$ cat src/rtl/irq_arb_pkg.sv
package irq_arb_pkg;
  localparam int EXC_RESET     = 1;
  localparam int EXC_NMI       = 2;
  localparam int EXC_HARDFAULT = 3;
  localparam int EXC_DEV_BASE  = 16;
  localparam int RANK_W        = 10;
  localparam int MIN_PRIO_BITS = 2;

  typedef logic signed [RANK_W-1:0] rank_t;
  typedef logic [7:0] prio_byte_t;

  localparam rank_t RANK_RESET     = -10'sd3;
  localparam rank_t RANK_NMI       = -10'sd2;
  localparam rank_t RANK_HARDFAULT = -10'sd1;
endpackage

$ cat src/rtl/prio_regfile.sv
module prio_regfile
  import irq_arb_pkg::*;
#(
  parameter int NUM_IRQ   = 8,
  parameter int PRIO_BITS = 3,
  parameter int ADDR_W    = 8,
  parameter int BASE_ADDR = 16
) (
  input  logic                            clk_i,
  input  logic                            rst_ni,
  input  logic                            we_i,
  input  logic [ADDR_W-1:0]               addr_i,
  input  logic [7:0]                      wdata_i,
  output logic [7:0]                      rdata_o,
  output logic [NUM_IRQ-1:0][7:0]         prio_o
);
  localparam int IDX_W = (NUM_IRQ > 1) ? $clog2(NUM_IRQ) : 1;
  localparam int LOW_W = 8 - PRIO_BITS;

  logic [ADDR_W-1:0] off;
  logic              in_rng;
  logic [IDX_W-1:0]  idx;

  assign off    = addr_i - ADDR_W'(BASE_ADDR);
  assign in_rng = (addr_i >= ADDR_W'(BASE_ADDR)) && (off < ADDR_W'(NUM_IRQ));
  assign idx    = off[IDX_W-1:0];

  for (genvar k = 0; k < NUM_IRQ; k++) begin : g_byte
    logic [PRIO_BITS-1:0] q;
    always_ff @(posedge clk_i or negedge rst_ni) begin
      if (!rst_ni)                                 q <= '0;
      else if (we_i && in_rng && idx == IDX_W'(k)) q <= wdata_i[7 -: PRIO_BITS];
    end
    assign prio_o[k] = 8'(q) << LOW_W;
  end

  always_comb begin
    rdata_o = '0;
    if (in_rng) rdata_o = prio_o[idx];
  end
endmodule

$ cat src/rtl/irq_line_state.sv
module irq_line_state #(
  parameter int NUM_IRQ = 8
) (
  input  logic               clk_i,
  input  logic               rst_ni,
  input  logic [NUM_IRQ-1:0] pend_set_i,
  input  logic [NUM_IRQ-1:0] pend_clr_i,
  input  logic [NUM_IRQ-1:0] en_set_i,
  input  logic [NUM_IRQ-1:0] en_clr_i,
  output logic [NUM_IRQ-1:0] req_o
);
  logic [NUM_IRQ-1:0] pend_q, en_q;

  for (genvar k = 0; k < NUM_IRQ; k++) begin : g_line
    // clear has priority over set
    always_ff @(posedge clk_i or negedge rst_ni) begin
      if (!rst_ni) begin
        pend_q[k] <= 1'b0;
        en_q[k]   <= 1'b0;
      end else begin
        if (pend_clr_i[k])      pend_q[k] <= 1'b0;
        else if (pend_set_i[k]) pend_q[k] <= 1'b1;
        if (en_clr_i[k])        en_q[k]   <= 1'b0;
        else if (en_set_i[k])   en_q[k]   <= 1'b1;
      end
    end
  end

  assign req_o = pend_q & en_q;
endmodule

$ cat src/rtl/prio_pick.sv
module prio_pick #(
  parameter int NUM_IRQ = 8,
  localparam int IDX_W  = (NUM_IRQ > 1) ? $clog2(NUM_IRQ) : 1
) (
  input  logic [NUM_IRQ-1:0]      req_i,
  input  logic [NUM_IRQ-1:0][7:0] prio_i,
  output logic                    valid_o,
  output logic [IDX_W-1:0]        idx_o,
  output logic [7:0]              prio_o
);
  // ascending scan with strict compare keeps the lowest index on ties
  always_comb begin
    valid_o = 1'b0;
    idx_o   = '0;
    prio_o  = '0;
    for (int k = 0; k < NUM_IRQ; k++) begin
      if (req_i[k] && (!valid_o || prio_i[k] < prio_o)) begin
        valid_o = 1'b1;
        idx_o   = IDX_W'(k);
        prio_o  = prio_i[k];
      end
    end
  end
endmodule

$ cat src/rtl/irq_prio_arb.sv
module irq_prio_arb
  import irq_arb_pkg::*;
#(
  parameter int NUM_IRQ   = 8,
  parameter int PRIO_BITS = 3,
  parameter int ADDR_W    = 8,
  parameter int BASE_ADDR = 16,
  localparam int EXC_W    = $clog2(NUM_IRQ + EXC_DEV_BASE)
) (
  input  logic                     clk_i,
  input  logic                     rst_ni,
  input  logic                     reg_we_i,
  input  logic [ADDR_W-1:0]        reg_addr_i,
  input  logic [7:0]               reg_wdata_i,
  output logic [7:0]               reg_rdata_o,
  input  logic [NUM_IRQ-1:0]       pend_set_i,
  input  logic [NUM_IRQ-1:0]       pend_clr_i,
  input  logic [NUM_IRQ-1:0]       en_set_i,
  input  logic [NUM_IRQ-1:0]       en_clr_i,
  input  logic                     reset_req_i,
  input  logic                     nmi_i,
  input  logic                     hardfault_i,
  input  logic signed [RANK_W-1:0] active_prio_i,
  output logic                     valid_o,
  output logic [EXC_W-1:0]         exc_num_o,
  output logic signed [RANK_W-1:0] win_prio_o,
  output logic                     win_fixed_o,
  output logic                     preempt_o
);
  localparam int IDX_W = (NUM_IRQ > 1) ? $clog2(NUM_IRQ) : 1;

  if (PRIO_BITS < MIN_PRIO_BITS || PRIO_BITS > 8) begin : g_bad_prio_bits
    $error("irq_prio_arb: PRIO_BITS out of legal range");
  end

  logic [NUM_IRQ-1:0][7:0] prio;
  logic [NUM_IRQ-1:0]      req;
  logic                    dev_valid;
  logic [IDX_W-1:0]        dev_idx;
  logic [7:0]              dev_prio;

  prio_regfile #(
    .NUM_IRQ(NUM_IRQ), .PRIO_BITS(PRIO_BITS), .ADDR_W(ADDR_W), .BASE_ADDR(BASE_ADDR)
  ) u_regs (
    .clk_i, .rst_ni,
    .we_i(reg_we_i), .addr_i(reg_addr_i), .wdata_i(reg_wdata_i),
    .rdata_o(reg_rdata_o), .prio_o(prio)
  );

  irq_line_state #(.NUM_IRQ(NUM_IRQ)) u_lines (
    .clk_i, .rst_ni,
    .pend_set_i, .pend_clr_i, .en_set_i, .en_clr_i,
    .req_o(req)
  );

  prio_pick #(.NUM_IRQ(NUM_IRQ)) u_pick (
    .req_i(req), .prio_i(prio),
    .valid_o(dev_valid), .idx_o(dev_idx), .prio_o(dev_prio)
  );

  always_comb begin
    valid_o     = 1'b1;
    win_fixed_o = 1'b1;
    exc_num_o   = '0;
    win_prio_o  = '0;
    if (reset_req_i) begin
      exc_num_o  = EXC_W'(EXC_RESET);
      win_prio_o = RANK_RESET;
    end else if (nmi_i) begin
      exc_num_o  = EXC_W'(EXC_NMI);
      win_prio_o = RANK_NMI;
    end else if (hardfault_i) begin
      exc_num_o  = EXC_W'(EXC_HARDFAULT);
      win_prio_o = RANK_HARDFAULT;
    end else if (dev_valid) begin
      win_fixed_o = 1'b0;
      exc_num_o   = EXC_W'(EXC_DEV_BASE) + EXC_W'(dev_idx);
      win_prio_o  = $signed({2'b00, dev_prio});
    end else begin
      valid_o     = 1'b0;
      win_fixed_o = 1'b0;
    end
  end

  assign preempt_o = valid_o && (win_prio_o < active_prio_i);
endmodule

$ cat config.mk
export PLATFORM = sky130hd
export DESIGN_NAME = irq_prio_arb
export DESIGN_NICKNAME = d
export VERILOG_FILES = /design/src/rtl/irq_arb_pkg.sv /design/src/rtl/prio_regfile.sv /design/src/rtl/irq_line_state.sv /design/src/rtl/prio_pick.sv /design/src/rtl/irq_prio_arb.sv
export SDC_FILE = /design/constraint.sdc
export NUM_CORES = 1
export LEC_CHECK = 0
export CORE_MARGIN = 2
export CORE_UTILIZATION = 48
export DETAILED_ROUTE_END_ITERATION = 10
export PLACE_DENSITY = 0.81
export SETUP_SLACK_MARGIN = 0.5
export SLEW_MARGIN = 10
export SYNTH_ARGS = -nofsm -noshare
export SYNTH_HDL_FRONTEND = slang
export SYNTH_SLANG_ARGS = --single-unit
$ cat constraint.sdc
create_clock -name clk_i -period 15.9 [get_ports clk_i]
set_clock_uncertainty 0.15 [all_clocks]
set_input_delay 3.18 -clock clk_i [delete_from_list [all_inputs] [get_ports clk_i]]
set_output_delay 3.18 -clock clk_i [all_outputs]
set_load 0.02 [all_outputs]
======== After elaboration in Yosys (flattened, before gate mapping) ========
Cells that the tools add are included.
word-level totals
  bits in registers ....................... 40
  bits of input ports ..................... 64
  output and inout port bits .............. 26
  word-level logic and storage cells ...... 167
operators by class
  add/sub/neg operators ................... 2
  order comparisons ....................... 11
  eq/ne operators ......................... 7
  mux-type cells .......................... 73
  bitwise operators ....................... 1
  reductions and logical operators ........ 49
operators with widths
  kind                   count
  $mux W8                11
  $lt A8 B8 Y1           7
  $mux W1                48
  $reduce_bool A2 Y1     16
  $mux W10               3
  $bmux W8 S3            1
  $mux W5                4
  $logic_and A1 B1 Y1    18
  $eq A3 B3 Y1 const B   4
  $mux W3                4
  $lt A10 B10 Y1         1
  $and A8 B8 Y8          1
  $ge A8 B5 Y1 const B   1
  $lt A8 B4 Y1 const B   1
  $sub A8 B5 Y8 const B  1
  $logic_not A1 Y1       7
  $logic_or A1 B1 Y1     7
  $eq A3 B2 Y1 const B   2
  $add A5 B3 Y5 const A  1
  $lt A3 B4 Y1 const B   1
  $mux W2                2
  $eq A3 B1 Y1 const B   1
  $logic_not A3 Y1       1

======== Logic depth before layout (Yosys ltp) ========
Gate-level depths: netlist of run 1.
  depth after elaboration ................. 36
  gate-level depth with buffers ........... 53
  gate-level depth less buffers ........... 53

======== Modules after synthesis ========
A second synthesis of run 1 with hierarchy kept.
unflattened totals
  cells, all modules ...................... 573
  area, all modules ....................... 5047.3 µm²
modules (own cells, without submodules)
  module          times used  cells each  area each (µm²)  seq. area each (µm²)
  prio_pick       1           338         2479.9           0.0
  prio_regfile    1           129         1539.0           600.6
  irq_line_state  1           40          610.6            400.4
  irq_prio_arb    1           66          417.9            0.0

======== Worst setup path before layout of run 1 ========
No wires, ideal clock.
  path kind ............................... register to output
  start point ............................. reg u_lines.pend_q[0]
  end point ............................... out preempt_o
  data arrival time ....................... 9.570 ns
  required time ........................... 12.570 ns
  path slack .............................. 3.000 ns
  cell stages (with the launch flop) ...... 52
  path buffers ............................ 0
  cells stage by stage .................... dfrtp_1 -> and2_0 -> nand2_1 -> ha_1 -> a21oi_1 -> o21a_1 -> a22oi_1 -> ha_1 -> o21ai_0 -> a22oi_1 -> and2_1 -> a21o_1 -> ha_1 -> a21oi_1 -> nor2_2 -> or3_4 -> o21bai_4 -> nand2_1 -> [16 not listed] -> ha_1 -> o21a_1 -> nor2_1 -> o21ba_2 -> nand2b_1 -> a221oi_2 -> or2_1 -> ha_1 -> o21a_1 -> nor2_1 -> a21oi_1 -> o22ai_2 -> o31ai_1 -> ha_1 -> nand2_1 -> a21oi_1 -> a211o_1 -> a31oi_1
between the ends
  longest elaborated chain between the ends .. 36
  elaborated cells between the ends (all ways) .. 55
  those cells by class .................... 8 x order compare; 24 x mux; 1 x bitwise; 22 x reduce/logical
RTL lines
  item                                                     RTL line              RTL
  start: declaration                                       irq_line_state.sv:12  logic [NUM_IRQ-1:0] pend_q, en_q;
  start signal: indexed assignment                         irq_line_state.sv:18  pend_q[k] <= 1'b0;
  start signal: indexed assignment                         irq_line_state.sv:21  if (pend_clr_i[k]) pend_q[k] <= 1'b0;
  start signal: indexed assignment                         irq_line_state.sv:22  else if (pend_set_i[k]) pend_q[k] <= 1'b1;
  $and A8 B8 Y8 (*)                                        irq_line_state.sv:29  assign req_o = pend_q & en_q;
  $mux W8 / $mux W1 (equally long branches)                prio_pick.sv:17       if (req_i[k] && (!valid_o || prio_i[k] < prio_o)) begin
  $lt A8 B8 Y1 / $logic_not A1 Y1 (equally long branches)  prio_pick.sv:17
  $logic_or A1 B1 Y1                                       prio_pick.sv:17
  $logic_and A1 B1 Y1                                      prio_pick.sv:17
  $mux W8 / $mux W1 (equally long branches)                prio_pick.sv:17
  $lt A8 B8 Y1 / $logic_not A1 Y1 (equally long branches)  prio_pick.sv:17
  $logic_or A1 B1 Y1                                       prio_pick.sv:17
  [21 not listed]                                          n/a
  $mux W8 / $mux W1 (equally long branches)                prio_pick.sv:17
  $mux W8 (*)                                              irq_prio_arb.sv:75    end else if (dev_valid) begin
  $mux W10 (*)                                             irq_prio_arb.sv:72    end else if (hardfault_i) begin
  $mux W10 (*)                                             irq_prio_arb.sv:69    end else if (nmi_i) begin
  $mux W10 (*)                                             irq_prio_arb.sv:66    if (reset_req_i) begin
  named net win_prio_o[7]                                  irq_prio_arb.sv:26    output logic signed [RANK_W-1:0] win_prio_o,
  $lt A10 B10 Y1 (*)                                       irq_prio_arb.sv:85    assign preempt_o = valid_o && (win_prio_o < active_prio_i);
  $logic_and A1 B1 Y1 (*)                                  irq_prio_arb.sv:85
  end: declaration                                         irq_prio_arb.sv:28    output logic preempt_o
The timed path passes the listed nets; every way through them passes the cells marked *.

======== Worst setup path after layout of run 1 ========
  start point ............................. reg u_lines.pend_q[0]
  end point ............................... out preempt_o
between the ends
  longest elaborated chain between the ends .. 36
  elaborated cells between the ends (all ways) .. 55
  those cells by class .................... 8 x order compare; 24 x mux; 1 x bitwise; 22 x reduce/logical
RTL lines
  item                                                     RTL line
  $and A8 B8 Y8 (*)                                        irq_line_state.sv:29
  $mux W8 / $mux W1 (equally long branches)                prio_pick.sv:17
  $lt A8 B8 Y1 / $logic_not A1 Y1 (equally long branches)  prio_pick.sv:17
  $logic_or A1 B1 Y1                                       prio_pick.sv:17
  $logic_and A1 B1 Y1                                      prio_pick.sv:17
  $mux W8 / $mux W1 (equally long branches)                prio_pick.sv:17
  $lt A8 B8 Y1 / $logic_not A1 Y1 (equally long branches)  prio_pick.sv:17
  $logic_or A1 B1 Y1                                       prio_pick.sv:17
  [20 not listed]                                          n/a
  $logic_and A1 B1 Y1                                      prio_pick.sv:17
  $mux W8 / $mux W1 (equally long branches)                prio_pick.sv:17
  $mux W8                                                  irq_prio_arb.sv:75
  $mux W10                                                 irq_prio_arb.sv:72
  $mux W10                                                 irq_prio_arb.sv:69
  $mux W10                                                 irq_prio_arb.sv:66
  $lt A10 B10 Y1                                           irq_prio_arb.sv:85
  $logic_and A1 B1 Y1 (*)                                  irq_prio_arb.sv:85
Every way passes the cells marked *; elsewhere a longest branch is shown, timed or not.

==> results of run 1 <==
==> worst min-delay path by stage <==
stage | cells after the start | start | endpoint
6_report | 2 | u_lines.pend_q[7] | u_lines.pend_q[7]
5_1_grt | 2 | u_lines.en_q[7] | u_lines.en_q[7]
4_1_cts | 2 | u_lines.pend_q[7] | u_lines.pend_q[7]
3_5_place_dp | 2 | u_lines.pend_q[7] | u_lines.pend_q[7]
3_3_place_gp | 2 | u_lines.en_q[7] | u_lines.en_q[7]
2_1_floorplan | 2 | u_lines.en_q[6] | u_lines.en_q[6]
==> flip-flops by register name, indices dropped and copies added, names as in the netlist <==
signal,flops
u_lines.pend_q,8
u_lines.en_q,8
u_regs.g_byte.q,24
==> power groups by stage <==
| stage | Clock, mW | Sequential [mW] | Combinational, mW |
|---|---|---|---|
| after global routing | 0.0771 | 0.115 | 0.0828 |
| after CTS | 0.0708 | 0.114 | 0.0747 |
| final | 0.0692 | 0.115 | 0.0744 |
| after floorplan | 0 | 0.114 | 0.0459 |
| after global placement | 0 | 0.116 | 0.0718 |
| after detailed placement | 0 | 0.116 | 0.0742 |
==> layer usage <==
layer | share of wire [%] | routed length, µm | vias to the layer above
li1 | - | - | 1337
met4 | 0.81 | 59 | 0
met5 | 0 | 0 | -
met1 | 42 | 3090 | 1301
met2 | 51 | 3730 | 84
met3 | 6.0 | 436 | 4
==> kinds of logic after synthesis <==
group | Yosys count | synth area share, %
AOI/OAI and AO/OA | 90 | 22.3
adders and majority gates | 23 | 9.49
buffers and inverters | 33 | 5.32
DFF | 40 | 33.0
muxes | 30 | 13.2
other | 1 | 0.124
and+or+nand+nor | 111 | 16.5
==> final cells by class <==
class	count	area share [%]
clock buffer	6	2.10
clock inverter	2	0.255
inverter	21	2.01
multi-input combinational	260	48.0
sequential	40	25.5
tap	75	2.39
timing repair buffer	78	19.7
==> cells in the mapped netlist (2+ instances only) <==
master / n
o211ai_2: 2
o21ai_0: 16
a22o_1: 3
a22oi_1: 6
nand2_1: 23
a21o_1: 4
buf_4: 10
a31oi_1: 3
clkbuf_1: 2
and3b_1: 2
inv_1: 21
a221oi_2: 2
and2_1: 3
nor2_1: 58
nor3_1: 4
mux4_2: 6
mux2_2: 21
o211ai_1: 5
a2111o_1: 2
nand3_1: 2
o21a_1: 5
o31ai_2: 3
ha_1: 23
nand2b_1: 6
a21oi_1: 18
mux2i_1: 3
dfrtp_1: 40
o31ai_1: 2
or2_1: 2
a21boi_1: 2
nor2b_1: 2
==> run metrics, run 1 <==
status finished, final reports clean; final worst-path cycle share 90.7%; NetSw between 0.07 and 0.08 mW; max-slew violation count 0; Die Wd 83.5 µm; crit path from u_lines.pend_q[0]; Power, Total around 0.26 mW; CP endpoint kind primary output; Post-Route Setup TNS 0 ns; total CTS buffers 5; critical path's largest stage delay roughly 0.63 ns; crit-path leading delay family compound AO/OA/AOI/OAI gates; Post-synth EDFFs 0; I/O Buffers between 70 and 80; Crit path arrival time 11.09 ns; cell-internal power around 0.18 mW; share of layout cells above drive strength 1 13.0%; Setup crit start kind register; sequential area share after synthesis roughly a third; Final Core Density roughly two thirds; met3 Track Usage GR around 3.5%; Setup CP Type reg -> out; Post-DP HPWL between 5000 and 6000 µm; CTS HTree Levels 2; CTS tree yes; Mapped Cells between 300 and 400; cts-stage hold buffer count 0; post-synth top area cell dfrtp_1; slew margin rel. 37.0%; detailed-route DRC error count 0; via count about 2700; vias in the first global route roughly 2700; Layout area overhead 29.6%; worst reg2reg path depth 1; setup slack after layout ~1.5 ns; initial antenna violation count 0; Comb pwr share between 20% and 30%; Worst Tran Pin Value between 0.9 and 1 ns; largest net degree at the start of global routing 41; layout net count 493; Routed WL per cell approximately 15 µm; most frequent cells in the layout clkdlybuf4s50_1 (77), nor2_1 (58), dfrtp_1 (40); Syn Std Cell Area a little over 3000 µm²; Setup Fix Bufs, Post-CTS 0; fin area roughly 3900 µm²; post-cts sizing count 0; initial DRC count between 100 and 150; initial core utilization approximately half; max-cap violation count 0; RSZ-0062 raised after global routing no; clk root buf clkbuf_8; height of the chip roughly 83 µm; total placed cells including tap cells around 470; Peak Freq a little under 0.07 GHz; Placeable Area around 6000 µm²; Netlist cell types 58; ys flop type dfrtp_1; Final Hold Fails 0; leakage power 1.74 nW; Reg power frac ~44%; peak supply drop between 0.04 and 0.05 mV; Final min period ~14 ns; Pre-Repair DR Iteration Count 4; Min Hold Slack ~0.35 ns; Avg Inst Size Synth about 9.2 µm²; Hold Crit Class reg -> reg; CP most frequent cell ha_1; GRT overflow 0; RePlAce Congestion ~0.84; slowest CP cell clkdlybuf4s50_1; FILL cells between 500 and 600; first-pass GRT wire length approximately 12000 µm; M2 GR Usage between 30 and 40%; Crit Reg-Reg Startpoint u_regs.g_byte[3].q[0]; crit path to preempt_o; # IOs 90; asr flop ratio synth 100%; #FFs+latches synth 40; Post-DP Area between 3000 and 4000 µm²; pre-CTS setup slack 1.90 ns; Post-Layout Cell Count a little under 500; number of vias per cell 5.66; CTS Buffer Depth 2; Total Routed Length around 7300 µm; CP Depth 51; largest cells by area after synthesis dfrtp_1 (33%), ha_1 (9.5%), mux2_2 (7.8%); total global-route track usage 21.7%; R2R Setup Slk between 10 and 15 ns; # diodes 0; setup violators final 0; Reg clk slew, reported paths roughly 0.080 ns; YS warnings 0; CP Max Fanout 8; share of the synthesized area in the top cell type 33.0%; r2r endpoint u_regs.g_byte[3].q[0]; commonest non-fill, non-tap cell in the layout clkdlybuf4s50_1; post-route ant nets 0; Clk network pwr share a little over a quarter; worst skew pair latency between 0.2 and 0.3 ns; Clock Sinks 40; Multi-input gate area 1890 µm²; Cell Rows 28; Net Sw Frac 30.1%; DIE AREA about 7000 µm²; CP Buf/Inv Count 2; met1 global-route usage approximately 28%; Storage cell area 1000 µm²; Cell Pwr Density between 60 and 70 nW/µm²; CP required roughly 13 ns; global routing's busiest layer met2
No activity file was read; power rests on OpenSTA's default activity.
==> run 2, diff against run 1 <==
--- a/config.mk
+++ b/config.mk
@@ -8,8 +8,10 @@
 export CORE_MARGIN = 2
 export CORE_UTILIZATION = 48
 export DETAILED_ROUTE_END_ITERATION = 10
+export HOLD_SLACK_MARGIN = 0.03
 export PLACE_DENSITY = 0.81
 export SETUP_SLACK_MARGIN = 0.5
+export SKIP_LAST_GASP = 1
 export SLEW_MARGIN = 10
 export SYNTH_ARGS = -nofsm -noshare
 export SYNTH_HDL_FRONTEND = slang
==> results of run 2 <==
Same layout as run 1: the final DEF is identical, and so are final timing and power.
